--- config.mk ---
export PLATFORM = sky130hd
export DESIGN_NAME = pport_reg_engine
export DESIGN_NICKNAME = d
export VERILOG_FILES = /design/src/rtl/pport_reg_pkg.sv /design/src/rtl/pport_addr_decode.sv /design/src/rtl/pport_regfile.sv /design/src/rtl/pport_read_fmt.sv /design/src/rtl/pport_reg_engine.sv
export SDC_FILE = /design/constraint.sdc
export NUM_CORES = 1
export LEC_CHECK = 0
export BUFFER_PORTS_ARGS = -buffer_cell sky130_fd_sc_hd__buf_4
export CAP_MARGIN = 40
export CORE_MARGIN = 10
export CORE_UTILIZATION = 35
export DETAILED_ROUTE_END_ITERATION = 10
export SYNTH_ARGS = -nofsm -noshare
export SYNTH_HDL_FRONTEND = slang
export SYNTH_HIERARCHICAL = 1
export SYNTH_SLANG_ARGS = --single-unit
--- constraint.sdc ---
create_clock -name clk_i -period 2.6 [get_ports clk_i]
set_clock_uncertainty 0.2 [all_clocks]
set_input_delay 0 -clock clk_i [delete_from_list [all_inputs] [get_ports clk_i]]
set_output_delay 0 -clock clk_i [all_outputs]
set_load 0.01 [all_outputs]
--- src/rtl/pport_reg_pkg.sv ---
package pport_reg_pkg;
  typedef enum logic [1:0] {ST_IDLE, ST_RD, ST_WR, ST_HOLD} eng_st_e;

  localparam logic [5:0] CTL_ADDR  = 6'h01;
  localparam logic [5:0] CTL_STB   = 6'h03;
  localparam logic [5:0] CTL_END   = 6'h04;
  localparam logic [5:0] CTL_SPLIT = 6'h05;
  localparam logic [5:0] CTL_BYTE  = 6'h23;
  localparam logic [7:0] KEY_WR    = 8'h19;

  function automatic logic [7:0] rd_key(input logic [1:0] m);
    case (m)
      2'd0:    rd_key = 8'h39;
      2'd1:    rd_key = 8'h31;
      2'd2:    rd_key = 8'h29;
      default: rd_key = 8'h00;
    endcase
  endfunction
endpackage

--- src/rtl/pport_addr_decode.sv ---
module pport_addr_decode import pport_reg_pkg::*; #(
  parameter int IDX_W = 3
) (
  input  logic [1:0]       mode_i,
  input  logic [7:0]       byte_i,
  output logic             rd_hit_o,
  output logic             wr_hit_o,
  output logic [IDX_W:0]   sel_o
);
  logic [7:0] rd_b, wr_b;
  logic       mode_ok;

  assign mode_ok  = (mode_i != 2'd3);
  assign rd_b     = byte_i ^ rd_key(mode_i);
  assign wr_b     = byte_i ^ KEY_WR;
  // bits between index and bank bit must be clear
  assign rd_hit_o = mode_ok && (rd_b[6:IDX_W] == '0);
  assign wr_hit_o = mode_ok && (wr_b[6:IDX_W] == '0);
  assign sel_o    = rd_hit_o ? {rd_b[7], rd_b[IDX_W-1:0]} : {wr_b[7], wr_b[IDX_W-1:0]};
endmodule

--- src/rtl/pport_regfile.sv ---
module pport_regfile #(
  parameter int IDX_W = 3,
  parameter int DW    = 8
) (
  input  logic             clk_i,
  input  logic             rst_ni,
  input  logic             we_i,
  input  logic [IDX_W:0]   addr_i,
  input  logic [DW-1:0]    wdata_i,
  output logic [DW-1:0]    rdata_o
);
  localparam int NENT = 2 ** (IDX_W + 1);

  logic [DW-1:0] mem_q [NENT];

  always_ff @(posedge clk_i or negedge rst_ni) begin
    if (!rst_ni) begin
      for (int i = 0; i < NENT; i++) mem_q[i] <= '0;
    end else if (we_i) begin
      mem_q[addr_i] <= wdata_i;
    end
  end

  assign rdata_o = mem_q[addr_i];
endmodule

--- src/rtl/pport_read_fmt.sv ---
module pport_read_fmt import pport_reg_pkg::*; (
  input  logic [1:0] mode_i,
  input  logic [5:0] ctrl_i,
  input  logic       rd_act_i,
  input  logic       seen_stb_i,
  input  logic       seen_split_i,
  input  logic [7:0] rdata_i,
  output logic [7:0] status_o,
  output logic [3:0] ctrl_rd_o,
  output logic [7:0] data_o,
  output logic       oe_o
);
  always_comb begin
    status_o  = '0;
    ctrl_rd_o = '0;
    data_o    = '0;
    oe_o      = 1'b0;
    if (rd_act_i && ctrl_i != CTL_END) begin
      case (mode_i)
        2'd0: begin
          if (ctrl_i == CTL_STB)  status_o = {rdata_i[3:0], 4'h0};
          else if (seen_stb_i)    status_o = {rdata_i[7:4], 4'h0};
        end
        2'd1: begin
          if (seen_split_i || ctrl_i == CTL_SPLIT) begin
            status_o  = {rdata_i[4:0], 3'b000};
            ctrl_rd_o = {rdata_i[7:5], 1'b0};
          end
        end
        2'd2: begin
          if (ctrl_i == CTL_BYTE) begin
            data_o = rdata_i;
            oe_o   = 1'b1;
          end
        end
        default: ;
      endcase
    end
  end
endmodule

--- src/rtl/pport_reg_engine.sv ---
module pport_reg_engine import pport_reg_pkg::*; #(
  parameter int IDX_W = 3
) (
  input  logic       clk_i,
  input  logic       rst_ni,
  input  logic [1:0] mode_i,
  input  logic [7:0] data_i,
  input  logic [5:0] ctrl_i,
  output logic [7:0] status_o,
  output logic [3:0] ctrl_rd_o,
  output logic [7:0] data_o,
  output logic       data_oe_o
);
  eng_st_e          st_q;
  logic [IDX_W:0]   sel_q, dec_sel;
  logic             rd_hit, wr_hit, seen_stb_q, seen_split_q, we;
  logic [7:0]       rdata, status_n, data_n;
  logic [3:0]       ctrl_rd_n;
  logic             oe_n;

  pport_addr_decode #(.IDX_W(IDX_W)) u_dec (
    .mode_i(mode_i), .byte_i(data_i),
    .rd_hit_o(rd_hit), .wr_hit_o(wr_hit), .sel_o(dec_sel)
  );

  assign we = (st_q == ST_WR) && (ctrl_i == CTL_STB);

  pport_regfile #(.IDX_W(IDX_W), .DW(8)) u_rf (
    .clk_i(clk_i), .rst_ni(rst_ni), .we_i(we),
    .addr_i(sel_q), .wdata_i(data_i), .rdata_o(rdata)
  );

  always_ff @(posedge clk_i or negedge rst_ni) begin
    if (!rst_ni) begin
      st_q         <= ST_IDLE;
      sel_q        <= '0;
      seen_stb_q   <= 1'b0;
      seen_split_q <= 1'b0;
    end else if (ctrl_i == CTL_END) begin
      st_q         <= ST_IDLE;
      seen_stb_q   <= 1'b0;
      seen_split_q <= 1'b0;
    end else begin
      case (st_q)
        ST_IDLE: if (ctrl_i == CTL_ADDR) begin
          sel_q <= dec_sel;
          if (rd_hit)      st_q <= ST_RD;
          else if (wr_hit) st_q <= ST_WR;
          else             st_q <= ST_HOLD;
        end
        ST_RD: begin
          if (ctrl_i == CTL_STB)   seen_stb_q   <= 1'b1;
          if (ctrl_i == CTL_SPLIT) seen_split_q <= 1'b1;
        end
        ST_WR:   if (ctrl_i == CTL_STB) st_q <= ST_HOLD;
        default: ;
      endcase
    end
  end

  pport_read_fmt u_fmt (
    .mode_i(mode_i), .ctrl_i(ctrl_i), .rd_act_i(st_q == ST_RD),
    .seen_stb_i(seen_stb_q), .seen_split_i(seen_split_q), .rdata_i(rdata),
    .status_o(status_n), .ctrl_rd_o(ctrl_rd_n), .data_o(data_n), .oe_o(oe_n)
  );

  always_ff @(posedge clk_i or negedge rst_ni) begin
    if (!rst_ni) begin
      status_o  <= '0;
      ctrl_rd_o <= '0;
      data_o    <= '0;
      data_oe_o <= 1'b0;
    end else begin
      status_o  <= status_n;
      ctrl_rd_o <= ctrl_rd_n;
      data_o    <= data_n;
      data_oe_o <= oe_n;
    end
  end
endmodule

==> impl_metrics.xml <==
<?xml version="1.0" encoding="UTF-8"?>
<metrics>
  <group name="timing">
    <metric name="finalSetupViolCount" unit="">0</metric>
    <metric name="final_worst_path_cycle_share" unit="%">94.6</metric>
    <metric name="setup_total_negative_slack" unit="ns">0</metric>
    <metric name="grt_setup_unrepaired" unit="">false</metric>
    <metric name="report.final.hold_viol_count" unit="">0</metric>
    <metric name="timing.fmax" unit="MHz">407</metric>
    <metric name="worst_slew_pin_slew" unit="ns">0.769</metric>
    <metric name="post_layout_min_period" unit="ns">2.46</metric>
    <metric name="setup_slack" unit="ns">0.141</metric>
    <metric name="hold-worst-slack" unit="ns">0.0224</metric>
    <metric name="finalMaxSlewViolations" unit="">0</metric>
    <metric name="timing.max_slew.rel_slack" unit="%">48.6</metric>
  </group>
  <group name="place">
    <metric name="place_ws" unit="ns">0.243</metric>
    <metric name="detailed_place_hpwl" unit="µm">10900</metric>
    <metric name="numPortBuffers" unit="">38</metric>
    <metric name="place.detailed.instances" unit="">780</metric>
    <metric name="gpl.final_weighted_congestion" unit="">0.792</metric>
  </group>
  <group name="pwr">
    <metric name="p_total" unit="µW">5840</metric>
    <metric name="leakage" unit="µW">0.00418</metric>
    <metric name="highest_ir_drop_seen_on_vdd" unit="V">0.000473</metric>
    <metric name="power.density" unit="mW/mm²">660</metric>
  </group>
  <group name="floorplanning">
    <metric name="fp.dieArea" unit="mm²">0.0271</metric>
    <metric name="rows" unit="">52</metric>
    <metric name="ioPinCount" unit="">39</metric>
    <metric name="effective_utilization_at_floorplan" unit="%">35.9</metric>
    <metric name="die_height" unit="µm">165</metric>
    <metric name="die_w" unit="µm">165</metric>
    <metric name="floorplan.core_area" unit="mm²">0.0204</metric>
  </group>
  <group name="synth">
    <metric name="synth.yosys.seq_area_share" unit="%">53.6</metric>
    <metric name="synth.lib_cells_used.distinct" unit="">53</metric>
    <metric name="yosysWarningCount" unit="">6</metric>
    <metric name="synth.cell_area" unit="mm²">0.00733</metric>
    <metric name="ys.flop_type" unit="">dfrtp_1</metric>
    <metric name="yosys_register_bits" unit="">157</metric>
    <metric name="synth_enable_flop_cells" unit="">0</metric>
    <metric name="synth_async_sr_flop_share" unit="%">100</metric>
    <metric name="synthCells" unit="">485</metric>
    <metric name="avgSynthCellArea" unit="µm²">15.1</metric>
  </group>
  <group name="critical_path">
    <metric name="critPathTopFamily" unit="">buffers and inverters</metric>
    <metric name="arrival" unit="ns">2.61</metric>
    <metric name="crit_slowest_cell" unit="">dlygate4sd3_1</metric>
    <metric name="path_buf_inv" unit="">2</metric>
    <metric name="cp_data_required_time" unit="ns">2.75</metric>
    <metric name="worstSetupStartpointType" unit="">flop</metric>
    <metric name="crit_path_max_fanout" unit="">4</metric>
    <metric name="timing_worst_setup_path_type" unit="">flop to flop</metric>
    <metric name="path_cells" unit="">nor2b_1, a41oi_1, dlygate4sd3_1, nor2_1, dlygate4sd3_1</metric>
    <metric name="timing.critical_path.mode_cell" unit="">dlygate4sd3_1</metric>
    <metric name="timing.critical_path.slowest_cell_delay" unit="ns">0.59</metric>
    <metric name="cp-end-kind" unit="">flop</metric>
  </group>
  <group name="clock_network">
    <metric name="cts_resized" unit="">0</metric>
    <metric name="clk_tree_root_cell" unit="">clkbuf_16</metric>
    <metric name="worst_skew_pair.late_latency" unit="ns">0.42</metric>
    <metric name="htree_levels" unit="">4</metric>
    <metric name="cts.path.max_buffers" unit="">2</metric>
    <metric name="cts_buffers" unit="">17</metric>
    <metric name="clk_pin_slew" unit="ns">0.06</metric>
    <metric name="numClockSinks" unit="">157</metric>
    <metric name="cts_tree" unit="">built</metric>
  </group>
  <group name="finish">
    <metric name="syn_to_final_growth" unit="%">20.9</metric>
    <metric name="design.final.nets" unit="">573</metric>
    <metric name="fillCellCount" unit="">1857</metric>
    <metric name="antenna_cells_inserted" unit="">0</metric>
    <metric name="finalNonFillerCells" unit="">837</metric>
    <metric name="layout_common_cells" unit="">dfrtp_1 (155), mux2_2 (132), buf_4 (51)</metric>
    <metric name="layout_commonest_cell" unit="">dfrtp_1</metric>
    <metric name="layout-drive-gt1-share" unit="%">49.2</metric>
  </group>
  <group name="grt">
    <metric name="globalRouteTotalUtil" unit="%">12.9</metric>
    <metric name="first_global_vias" unit="">4705</metric>
    <metric name="grt_first_pass_wirelength" unit="µm">26800</metric>
    <metric name="overflow" unit="">0</metric>
    <metric name="grt_start_max_net_pins" unit="">101</metric>
    <metric name="antenna_found_initial" unit="">0</metric>
  </group>
  <group name="drt">
    <metric name="routed_via_density" unit="">5.19</metric>
    <metric name="routed-via-count" unit="">4348</metric>
    <metric name="dr.pass1.iters" unit="">4</metric>
    <metric name="drtIter0Drc" unit="">249</metric>
    <metric name="ant_nets" unit="">0</metric>
    <metric name="routedWlPerCell" unit="µm">20.0</metric>
    <metric name="remaining_drc_errors" unit="">0</metric>
    <metric name="postRouteWirelength" unit="µm">16700</metric>
  </group>
  <group name="status">
    <metric name="status" unit="">complete, no violations</metric>
  </group>
  <group name="job">
    <metric name="drv.max_cap_violation_count" unit="">0</metric>
  </group>
  <group name="worst_hold_path">
    <metric name="hold_path.class" unit="">primary input to async pin</metric>
  </group>
</metrics>
[report_power, final]
| part | internal (µW) | switching, µW | total, µW |
|---|---|---|---|
| sequential | 2470 | 58.8 | 2530 |
| combinational | 207 | 272 | 479 |
| clock | 1880 | 958 | 2830 |
[metrics by stage]
stage / cell area [µm²] / utilization (%)
floorplan: 7340 / -
global placement: 7920 / 38.8
detailed placement: 7920 / 38.8
CTS: 8860 / 43.4
global route: 8860 / 43.4
finish: 8860 / 43.4
[routing by layer]
metal	track usage (%)	part of all wire, %	routed length [µm]	up-vias
met5	0	0	0	-
met4	3.82	1.4	236	0
met3	3.78	6.1	1020	22
met2	20.1	47	7890	102
met1	17.0	45	7600	2283
li1	-	-	-	1941
[registers in the layout, summed over array words and instances, names as in the netlist]
register      flops
st_q              2
status_o          8
data_oe_o         1
seen_split_q      1
sel_q             4
seen_stb_q        1
data_o            8
u_rf/mem_q      128
ctrl_rd_o         4
[synth_stat cells (3+ instances only)]
| library cell | count | area (µm²) |
|---|---|---|
| nor2b_1 | 4 | 25.0 |
| and2_1 | 13 | 81.3 |
| buf_4 | 11 | 82.6 |
| buf_6 | 6 | 67.6 |
| nand2_1 | 17 | 63.8 |
| mux2_2 | 132 | 1490 |
| dfrtp_1 | 157 | 3930 |
| nand3_2 | 4 | 40.0 |
| mux4_2 | 32 | 721 |
| nor3_4 | 3 | 48.8 |
| nand4_1 | 6 | 37.5 |
| inv_1 | 4 | 15.0 |
| buf_2 | 5 | 25.0 |
| a22oi_1 | 16 | 120 |
| a41oi_1 | 3 | 26.3 |
| nor2_1 | 11 | 41.3 |
| a31oi_1 | 4 | 25.0 |
| clkbuf_1 | 10 | 37.5 |
| nor2_2 | 3 | 18.8 |
| nand3_1 | 4 | 20.0 |
[final cells by class]
class / instances / area [µm²] / share of cell area [%]
flip-flops and latches: 157 / 3930 / 44.4
multi-input cells: 293 / 3180 / 35.9
repair buffers: 81 / 714 / 8.06
clock buffers: 21 / 470 / 5.31
well taps: 270 / 338 / 3.81
clock inverters: 10 / 208 / 2.34
inverters: 5 / 18.8 / 0.212
[cells by family (layout without fill, tap and decap cells)]
family	after synthesis	in the layout	synth area share, %
buf+inv	38	117	3.21
simple gates	93	93	9.38
flops	157	157	53.6
mux	164	164	30.1
compound gates	31	31	3.48
other cells	1	4	0.0512
xor+xnor	1	1	0.120
[tightest hold or removal path: cells and delay by family]
kind | cells | cell delay, ns
buffers and inverters | 3 | 1.08
[final timing paths]
path,slack (ns),cells after the start,from,endpoint
max in group asynchronous,1.12,3,rst_ni,status_o[6]
setup reg to reg,0.14,5,st_q[1],seen_split_q
hold / removal,0.02,3,rst_ni,u_rf/mem_q[126]
hold reg to reg,0.30,1,u_rf/mem_q[107],u_rf/mem_q[107]
min in group clk_i,0.30,1,u_rf/mem_q[107],u_rf/mem_q[107]
setup / recovery,0.14,5,st_q[1],seen_split_q
[repair_timing]
item / CTS / global route
endpoints found under the hold margin: 310 / 0
hold buffers: 26 / 0
buffers inserted: 0 / 0
(Power assumes the default switching activity.)
